$ cat src/rtl/sqrt_poly_pkg.sv
package sqrt_poly_pkg;

  // Fractional bits of the operand while the table is generated (Z in [1,4)).
  localparam int ZF = 60;
  // Fractional bits of the sampled root values.
  localparam int RF = 30;

  // Bitwise integer square root, floor, for arguments below 2^62.
  function automatic logic [63:0] isqrt_u64(input logic [63:0] n);
    logic [63:0] root;
    logic [63:0] trial;
    root = '0;
    for (int b = 31; b >= 0; b--) begin
      trial = root | (64'd1 << b);
      if (trial * trial <= n) root = trial;
    end
    return root;
  endfunction

  // One coefficient of interval 'addr': sel 0 = constant (with the half-ulp
  // rounding term), 1 = linear, 2 = quadratic. The quadratic interpolates the
  // root at both ends and at the middle of the interval.
  function automatic longint coef_calc(input int sel, input int addr, input int wf,
                                       input int k, input int c0f, input int c1f,
                                       input int c2f);
    int          odd;
    int          idx;
    int          hb;
    logic [63:0] z0;
    logic [63:0] hw;
    longint      f0;
    longint      fm;
    longint      f1;
    longint      one;
    longint      res;
    one = 1;
    odd = (addr >> (k - 1)) & 1;
    idx = addr & ((1 << (k - 1)) - 1);
    hb  = (odd != 0) ? k - 2 : k - 1;
    hw  = 64'd1 << (ZF - hb);
    z0  = ((odd != 0) ? 64'd2 : 64'd1) << ZF;
    z0  = z0 + (64'(idx) << (ZF - hb));
    f0  = longint'(isqrt_u64(z0));
    fm  = longint'(isqrt_u64(z0 + (hw >> 1)));
    f1  = longint'(isqrt_u64(z0 + hw));
    case (sel)
      0:       res = ((f0 + (one <<< (RF - 1 - c0f))) >>> (RF - c0f)) + (one <<< (c0f - wf - 1));
      1:       res = (4 * fm - 3 * f0 - f1) >>> (RF - hb - c1f);
      default: res = (2 * (f0 - 2 * fm + f1)) >>> (RF - 2 * hb - c2f);
    endcase
    return res;
  endfunction

endpackage

$ cat src/rtl/sqrt_arg_align.sv
module sqrt_arg_align #(
  parameter int WF = 16,
  parameter int K  = 7,
  localparam int AW = K,
  localparam int UW = WF - K + 2
) (
  input  logic [WF-1:0] frac_i,
  input  logic          odd_i,
  output logic [AW-1:0] addr_o,
  output logic [UW-1:0] arg_o
);

  logic [WF-K:0] low;

  always_comb begin
    low    = frac_i[WF-K:0];
    addr_o = {odd_i, frac_i[WF-1 -: K-1]};
    // Odd operands are doubled: the offset moves up one bit position.
    if (odd_i) arg_o = {low, 1'b0};
    else       arg_o = {1'b0, low};
  end

endmodule

$ cat src/rtl/sqrt_coef_rom.sv
module sqrt_coef_rom #(
  parameter int WF  = 16,
  parameter int K   = 7,
  parameter int C0F = 22,
  parameter int C1F = 20,
  parameter int C2F = 16,
  localparam int DEPTH = 2 ** K,
  localparam int C0W   = C0F + 2,
  localparam int C1W   = C1F,
  localparam int C2W   = C2F + 1
) (
  input  logic                  clk,
  input  logic                  en_i,
  input  logic [K-1:0]          addr_i,
  output logic [C0W-1:0]        c0_o,
  output logic [C1W-1:0]        c1_o,
  output logic signed [C2W-1:0] c2_o
);

  logic [C0W-1:0]        tab_c0 [DEPTH];
  logic [C1W-1:0]        tab_c1 [DEPTH];
  logic signed [C2W-1:0] tab_c2 [DEPTH];

  for (genvar g = 0; g < DEPTH; g++) begin : g_ent
    localparam longint V0 = sqrt_poly_pkg::coef_calc(0, g, WF, K, C0F, C1F, C2F);
    localparam longint V1 = sqrt_poly_pkg::coef_calc(1, g, WF, K, C0F, C1F, C2F);
    localparam longint V2 = sqrt_poly_pkg::coef_calc(2, g, WF, K, C0F, C1F, C2F);
    assign tab_c0[g] = C0W'(V0);
    assign tab_c1[g] = C1W'(V1);
    assign tab_c2[g] = C2W'(V2);
  end

  logic [C0W-1:0]        c0_d;
  logic [C1W-1:0]        c1_d;
  logic signed [C2W-1:0] c2_d;

  always_comb begin
    c0_d = tab_c0[addr_i];
    c1_d = tab_c1[addr_i];
    c2_d = tab_c2[addr_i];
  end

  always_ff @(posedge clk) begin
    if (en_i) begin
      c0_o <= c0_d;
      c1_o <= c1_d;
      c2_o <= c2_d;
    end
  end

endmodule

$ cat src/rtl/sqrt_horner.sv
module sqrt_horner #(
  parameter int WF  = 16,
  parameter int K   = 7,
  parameter int C0F = 22,
  parameter int C1F = 20,
  parameter int C2F = 16,
  localparam int UW  = WF - K + 2,
  localparam int C0W = C0F + 2,
  localparam int C1W = C1F,
  localparam int C2W = C2F + 1,
  localparam int S1W = C1F + 2,
  localparam int RW  = C0F + 3,
  localparam int PW1 = C2W + UW + 1,
  localparam int PW2 = S1W + UW + 1,
  localparam int SH1 = C2F + WF - C1F,
  localparam int SH2 = C1F + WF - C0F
) (
  input  logic                  clk,
  input  logic                  rst_n,
  input  logic                  valid_i,
  input  logic [UW-1:0]         arg_i,
  input  logic [C0W-1:0]        c0_i,
  input  logic [C1W-1:0]        c1_i,
  input  logic signed [C2W-1:0] c2_i,
  output logic                  valid_o,
  output logic [WF-1:0]         frac_o
);

  // Valid chain: stage 1 multiply, stage 2 add, stage 3 multiply, stage 4 add.
  logic v1, v2, v3;

  // Stage 1 registers
  logic signed [S1W-1:0] t1_q;
  logic [C1W-1:0]        c1_q1;
  logic [C0W-1:0]        c0_q1;
  logic [UW-1:0]         u_q1;
  // Stage 2 registers
  logic signed [S1W-1:0] s1_q;
  logic [C0W-1:0]        c0_q2;
  logic [UW-1:0]         u_q2;
  // Stage 3 registers
  logic signed [RW-1:0]  t2_q;
  logic [C0W-1:0]        c0_q3;

  logic signed [PW1-1:0] prod1;
  logic signed [S1W-1:0] t1_d;
  logic signed [S1W-1:0] s1_d;
  logic signed [PW2-1:0] prod2;
  logic signed [RW-1:0]  t2_d;
  logic signed [RW-1:0]  r_d;
  logic [WF-1:0]         frac_d;

  always_comb begin
    prod1  = c2_i * $signed({1'b0, arg_i});
    t1_d   = S1W'(prod1 >>> SH1);
    s1_d   = $signed({2'b00, c1_q1}) + t1_q;
    prod2  = s1_q * $signed({1'b0, u_q2});
    t2_d   = RW'(prod2 >>> SH2);
    r_d    = $signed({1'b0, c0_q3}) + t2_q;
    if (r_d[C0F+1]) frac_d = '1;
    else            frac_d = WF'(r_d >> (C0F - WF));
  end

  always_ff @(posedge clk or negedge rst_n) begin
    if (!rst_n) begin
      v1      <= 1'b0;
      v2      <= 1'b0;
      v3      <= 1'b0;
      valid_o <= 1'b0;
    end else begin
      v1      <= valid_i;
      v2      <= v1;
      v3      <= v2;
      valid_o <= v3;
    end
  end

  always_ff @(posedge clk) begin
    if (valid_i) begin
      t1_q  <= t1_d;
      c1_q1 <= c1_i;
      c0_q1 <= c0_i;
      u_q1  <= arg_i;
    end
    if (v1) begin
      s1_q  <= s1_d;
      c0_q2 <= c0_q1;
      u_q2  <= u_q1;
    end
    if (v2) begin
      t2_q  <= t2_d;
      c0_q3 <= c0_q2;
    end
    if (v3) begin
      frac_o <= frac_d;
    end
  end

  // every interval of the root function curves downwards.
  p_curv_neg_r2: assert property (@(posedge clk) disable iff (!rst_n)
    valid_i |-> c2_i[C2W-1]);

  // the inner Horner sum (the slope) stays positive for both parities.
  p_slope_pos_r3: assert property (@(posedge clk) disable iff (!rst_n)
    v2 |-> (!s1_q[S1W-1] && (s1_q != '0)));

  // the pre-truncation root stays within [1, 3).
  p_no_overflow_r4: assert property (@(posedge clk) disable iff (!rst_n)
    v3 |-> (r_d[RW-1:C0F] == 3'd1 || r_d[RW-1:C0F] == 3'd2));

endmodule

$ cat src/rtl/sqrt_poly_top.sv
module sqrt_poly_top #(
  parameter int WF  = 16,
  parameter int K   = 7,
  parameter int G   = 6,
  parameter int C1F = 20,
  parameter int C2F = 16,
  localparam int C0F = WF + G,
  localparam int UW  = WF - K + 2,
  localparam int C0W = C0F + 2,
  localparam int C1W = C1F,
  localparam int C2W = C2F + 1,
  localparam int LAT = 5
) (
  input  logic          clk,
  input  logic          rst_n,
  input  logic          in_valid,
  input  logic [WF-1:0] in_frac,
  input  logic          in_odd,
  output logic          out_valid,
  output logic [WF-1:0] out_frac
);

  logic [K-1:0]          addr;
  logic [UW-1:0]         arg;
  logic [UW-1:0]         arg_q;
  logic                  v0;
  logic [C0W-1:0]        c0;
  logic [C1W-1:0]        c1;
  logic signed [C2W-1:0] c2;

  sqrt_arg_align #(.WF(WF), .K(K)) u_align (
    .frac_i (in_frac),
    .odd_i  (in_odd),
    .addr_o (addr),
    .arg_o  (arg)
  );

  sqrt_coef_rom #(.WF(WF), .K(K), .C0F(C0F), .C1F(C1F), .C2F(C2F)) u_rom (
    .clk    (clk),
    .en_i   (in_valid),
    .addr_i (addr),
    .c0_o   (c0),
    .c1_o   (c1),
    .c2_o   (c2)
  );

  always_ff @(posedge clk or negedge rst_n) begin
    if (!rst_n) v0 <= 1'b0;
    else        v0 <= in_valid;
  end

  always_ff @(posedge clk) begin
    if (in_valid) arg_q <= arg;
  end

  sqrt_horner #(.WF(WF), .K(K), .C0F(C0F), .C1F(C1F), .C2F(C2F)) u_eval (
    .clk     (clk),
    .rst_n   (rst_n),
    .valid_i (v0),
    .arg_i   (arg_q),
    .c0_i    (c0),
    .c1_i    (c1),
    .c2_i    (c2),
    .valid_o (out_valid),
    .frac_o  (out_frac)
  );

  // Checker support: cycles since reset release, saturating at LAT.
  logic [2:0] since_rst;
  always_ff @(posedge clk or negedge rst_n) begin
    if (!rst_n)               since_rst <= '0;
    else if (since_rst < LAT) since_rst <= since_rst + 3'd1;
  end

  // output valid mirrors the input valid delayed by LAT cycles.
  p_latency_r1: assert property (@(posedge clk) disable iff (!rst_n)
    (since_rst == LAT) |-> (out_valid == $past(in_valid, LAT)));

  // nothing emerges before an operand could have travelled the pipe.
  p_quiet_after_reset_r8: assert property (@(posedge clk) disable iff (!rst_n)
    (since_rst < LAT) |-> !out_valid);

endmodule

$ cat config.mk
export PLATFORM = sky130hd
export DESIGN_NAME = sqrt_poly_top
export DESIGN_NICKNAME = d
export VERILOG_FILES = /design/src/rtl/sqrt_poly_pkg.sv /design/src/rtl/sqrt_arg_align.sv /design/src/rtl/sqrt_coef_rom.sv /design/src/rtl/sqrt_horner.sv /design/src/rtl/sqrt_poly_top.sv
export SDC_FILE = /design/constraint.sdc
export NUM_CORES = 2
export LEC_CHECK = 0
export BUFFER_PORTS_ARGS = -buffer_cell sky130_fd_sc_hd__buf_4
export CORE_MARGIN = 3
export CORE_UTILIZATION = 45
export DETAILED_ROUTE_END_ITERATION = 8
export RECOVER_POWER = 50
export SYNTH_ARGS = -nofsm -noshare
export SYNTH_HDL_FRONTEND = slang
export SYNTH_SLANG_ARGS = --single-unit
$ cat constraint.sdc
create_clock -name clk -period 6.5 [get_ports clk]
set_input_delay 1.3 -clock clk [delete_from_list [all_inputs] [get_ports clk]]
set_output_delay 1.3 -clock clk [all_outputs]
set_load 0.02 [all_outputs]
Word-level counts from Yosys, hierarchy flattened
Memory sizes are Yosys's and may differ from the RTL's. A register that Yosys moved wholly into a read port is not among the register bits.
Index checks and enable logic that the tools add are counted.
Cells by class
  add/subtract/negate cells: 2
  $mul: 2
  multiplexer cells: 1
  bitwise operators: 1
Operator list (count)
  multiplier 22 x 12 -> 34 bit: 1
  multiplier 17 x 12 -> 29 bit: 1
  adder 24 x 20 -> 24 bit: 1
  adder 21 x 17 -> 22 bit: 1
  two-way mux 10 bit: 1
  inverter 7 -> 8 bit: 1
Word-level totals
  register bits: 205
  bits in read-only memories: 7808
  input bits: 20
  output and inout port bits: 17
  memories kept: 3
Memory list
  (no name shown): depth 128, bits a word 24, read ports 1, clocked after Yosys merged registers in 1, wr ports 0, line sqrt_coef_rom.sv:38  | c0_d = tab_c0[addr_i];
  (no name shown): depth 128, bits a word 20, read ports 1, clocked after Yosys merged registers in 1, wr ports 0, line sqrt_coef_rom.sv:39  | c1_d = tab_c1[addr_i];
  (no name shown): depth 128, bits a word 17, read ports 1, clocked after Yosys merged registers in 1, wr ports 0, line sqrt_coef_rom.sv:40  | c2_d = tab_c2[addr_i];

Depth between registers and ports, before layout
  depth in word-level cells: 1
  depth in mapped cells: 21
  mapped depth without buffers: 20

Cells and area by module
A second synthesis with hierarchy kept.
Unflattened totals
  cells, all modules: 3488
  area, all modules: 32118.3 sq um
By module, submodules not included
  sqrt_horner: times used 1, cells an instance 2136, area each 22202.5 sq um, seq. area each 5775.5 sq um
  sqrt_coef_rom: times used 1, cells an instance 1321, area each 9349.0 sq um, seq. area each 1591.5 sq um
  sqrt_poly_top: times used 1, cells an instance 12, area each 355.3 sq um, seq. area each 355.3 sq um
  sqrt_arg_align: times used 1, cells an instance 19, area each 211.5 sq um, seq. area each 0.0 sq um

Least setup slack after synthesis
Ideal clock, no wire load.
  path kind: reg-to-reg
  from: register arg_q[6]
  to: register, netlist name u_eval.t1_q[16]
  arrival time: 5.048 ns
  required time: 6.240 ns
  path slack: 1.193 ns
  stages on the path, launching flop included: 20
  path through: edfxtp_1 > clkbuf_1 > nand2_1 > fa_1 > inv_1 > fa_1 > fa_1 > fa_1 > inv_1 > fa_1 > inv_1 > ha_1 > a21oi_1 > o21ai_0 > a211o_1 > a31oi_1 > o31ai_2 > a21oi_1 > o21bai_1 > xnor2_1
On the way
  word-level cells in the longest chain between the ends: 1
Ends and longest elaborated chain
  start, declared: line sqrt_poly_top.sv:25  | logic [UW-1:0] arg_q;
  start signal, assigned: line sqrt_poly_top.sv:53  | if (in_valid) arg_q <= arg;
  multiplier 17 x 12 -> 29 bit: line sqrt_horner.sv:54  | prod1 = c2_i * $signed({1'b0, arg_i});
  named net u_eval.prod1[28]: line sqrt_horner.sv:45  | logic signed [PW1-1:0] prod1;
The timed path passes the listed nets, and every way through them passes these cells.
A chain may end at the register's enable or synchronous reset.

Final worst setup path
  from: register arg_q[6]
  to: register, netlist name u_eval.t1_q[16]
On the way
  word-level cells in the longest chain between the ends: 1
Ends and longest elaborated chain (line)
  multiplier 17 x 12 -> 29 bit: sqrt_horner.sv:54
  named net u_eval.prod1[28]: sqrt_horner.sv:45
The timed path passes the listed nets, and every way through them passes these cells.

==> qor.yml <==
final_layout:
  fin_nets: 3850
  areaGrowthSynthToFinish_pct: 6.358
  multi_input_area_sq_um: 19790
  drive_gt1_share_pct: 5.850
  regArea_sq_um: 7455
  fill_cells: 6203
clock_network:
  cts_tree: "yes"
  clockRootBuffer: "clkbuf_16"
  cts_buffer_depth: 3
  cts-resized-gates: 0
  clock_latency_ps: 550
  htreeDepth: 1
  clk_pin_slew_worst_paths_ps: 60
  cts_made_buffers: 28
  cts.sinks: 249
  post-cts-setup-buffers: 0
  postCtsHoldBufs: 0
floorplanning:
  boundaryPins: 37
  start_util_pct: 45.99
  die_h_um: 264.1
  coreArea_sq_um: 65160
  die_width_um: 264.1
  die-area_sq_um: 69740
  num_rows: 93
global_routing:
  first_global_vias: 25810
  grt_overflow_total: 0
  grt_start_max_net_pins: 111
  grt_pass1_wl_um: 165200
  track_usage_pct: 31.11
  antenna_found_initial: 8
yosys:
  synth_warnings: 0
  syn-cell-area_sq_um: 29970
  synth.avg_cell_area_sq_um: 8.899
  ys_seq_area_share_pct: 24.86
  synth_common_cells: "478 x nand2_1, 473 x inv_1, 352 x fa_1"
  yosysMostFrequentCell: "nand2_1"
  synth_top_area_cell: "edfxtp_1"
  synth_top_cell_area_share_pct: 24.45
  synth_edf_count: 244
  synthTopCellsByArea: "edfxtp_1 24%, fa_1 24%, ha_1 8.3%"
  synth_nets: 3940
  synthCells: 3368
  ys_types: 79
  synth-main-ff-cell: "edfxtp_1"
  ys_ff_latch: 249
  synthArstFlopShare_pct: 2.008
critical_path:
  r2r_end: "u_eval.t1_q[16]$_DFFE_PP_"
  crit_buf_inv: 3
  crit_family: "adder cells"
  endpoint_kind: "flip-flop"
  path_cells: "nand2_1, fa_1, inv_1, fa_1, fa_1, fa_1, inv_1, fa_1, inv_1, ha_1, a21oi_1, o21ai_0, a211o_1, a31oi_1, o31ai_2, a21oi_1, o21bai_1, xnor2_1"
  reg2reg_depth: 18
  max_stage_delay_ps: 980
  crit_required_ps: 6780
  reg2reg_slack_ps: 520
  crit_top_cell: "fa_1"
  cp_slowest_cell: "edfxtp_1"
  crit_arrival_ps: 6260
  cp_max_fo: 17
  worstSetupStartpointType: "flip-flop"
  path_class: "flip-flop to flip-flop"
  reg2reg_from: "arg_q[6]$_DFFE_PP_"
sta:
  post-route-period-util_pct: 91.96
  max_slew.worst_pin.slew_ps: 3566
  slew_violations: 166
  skew_ps: 26.13
  hold_viol_final: 0
  fin_tns_setup_ps: 0
  finalCriticalPeriod_ps: 5977
  max_slew_margin_pct: -137.7
  finalSetupViolations: 0
  max_freq_mhz: 167.3
  rsz0062_at_grt: "no"
placed_design:
  portBuffers: 36
  gp_congestion: 1.090
  place_hpwl_um: 81960
hold_path:
  worstHoldPathType: "flip-flop to flip-flop"
  min_to: "u_eval.v3$_DFF_PN0_"
  min_from: "u_eval.v2$_DFF_PN0_"
  min_path_cells: 0
drt:
  dr.first_iter.drc_count: 3230
  dr.pass1.iters: 8
  viasPerCell: 6.179
  route.detailed.drc: 0
  post_drt_wl_per_cell_um: 26.53
  totalWireLength_um: 110200
  num_vias: 25670
  ant_nets: 0
run:
  cap_violations: 3
outcome:
  violations: "capacitance limit, slew limit"
  status: "complete, but fails checks"
==> registers in the layout, indices dropped and copies added (netlist names) <==
register,cells
arg_q,11
u_eval.c0_q1,22
u_eval.c0_q2,22
u_eval.c0_q3,22
u_eval.c1_q1,18
u_eval.frac_o,16
u_eval.s1_q,21
u_eval.t1_q,17
u_eval.t2_q,20
u_eval.u_q1,11
u_eval.u_q2,11
u_eval.v1,1
u_eval.v2,1
u_eval.v3,1
u_eval.valid_o,1
u_rom.c0_o,22
u_rom.c1_o,18
u_rom.c2_o,13
v0,1
==> cell type report <==
| type | count | area share [%] |
|---|---|---|
| Multi-Input combinational cell | 2408 | 62.07 |
| Sequential cell | 249 | 23.39 |
| Inverter | 480 | 5.660 |
| Tap cell | 855 | 3.356 |
| Timing Repair Buffer | 111 | 2.669 |
| Clock buffer | 34 | 2.367 |
| Clock inverter | 17 | 0.4867 |
| Antenna cell | 1 | 0.007850 |
==> how the worst max path moves through the flow <==
stage | depth (start not counted) | start | to | slack (ps)
6_report | 18 | arg_q[6]$_DFFE_PP_ | u_eval.t1_q[16]$_DFFE_PP_ | 520
5_1_grt | 18 | arg_q[6]$_DFFE_PP_ | u_eval.t1_q[16]$_DFFE_PP_ | 170
4_1_cts | 18 | arg_q[3]$_DFFE_PP_ | u_eval.t1_q[16]$_DFFE_PP_ | 550
3_5_place_dp | 18 | u_eval.u_q2[3]$_DFFE_PP_ | u_eval.t2_q[19]$_DFFE_PP_ | 530
3_3_place_gp | 17 | u_eval.u_q2[3]$_DFFE_PP_ | u_eval.t2_q[14]$_DFFE_PP_ | 650
2_1_floorplan | 19 | arg_q[6]$_DFFE_PP_ | u_eval.t1_q[16]$_DFFE_PP_ | 1190
==> kinds of logic after synthesis <==
kind of cell / synth area share (%)
simple gates: 14.55
other cells: 0.01251
flops: 24.86
xor+xnor: 1.783
buf+inv: 9.130
mux: 1.394
fa+ha+maj: 31.86
compound gates: 16.40
==> layer usage <==
metal / share of wire, % / GRT usage [%]
met2: 44 / 47.36
met5: 0.10 / 0.2079
met1: 41 / 43.23
met3: 10 / 6.212
met4: 5.4 / 13.57
==> cells in the final DEF, fill, tap and decap left out, types with 101 or more instances in the layout <==
| master | netlist | final |
|---|---|---|
| nand2_1 | 478 | 478 |
| inv_1 | 473 | 473 |
| fa_1 | 352 | 352 |
| a21oi_1 | 248 | 248 |
| edfxtp_1 | 244 | 244 |
| ha_1 | 200 | 200 |
| o21ai_0 | 192 | 192 |
| nor2_1 | 181 | 181 |
| and2_1 | 121 | 121 |
| buf_4 | 3 | 101 |
==> through the flow <==
step	utilization, %	std cells	hold WS (ps)	setup slack (ps)	area [sq um]
after detailed placement	47.55	4103	368.7	526.3	30980
after global routing	48.92	4154	395.6	171.2	31870
after floorplan	-	3368	400.3	1193	29970
final	48.92	4155	381.9	522.7	31880
after CTS	48.94	4154	385.2	546.7	31890
after global placement	47.55	4103	364.2	646.7	30980
Power is not shown: default switching activity piles up to over one toggle a cycle in this logic, so the estimate is an artifact.
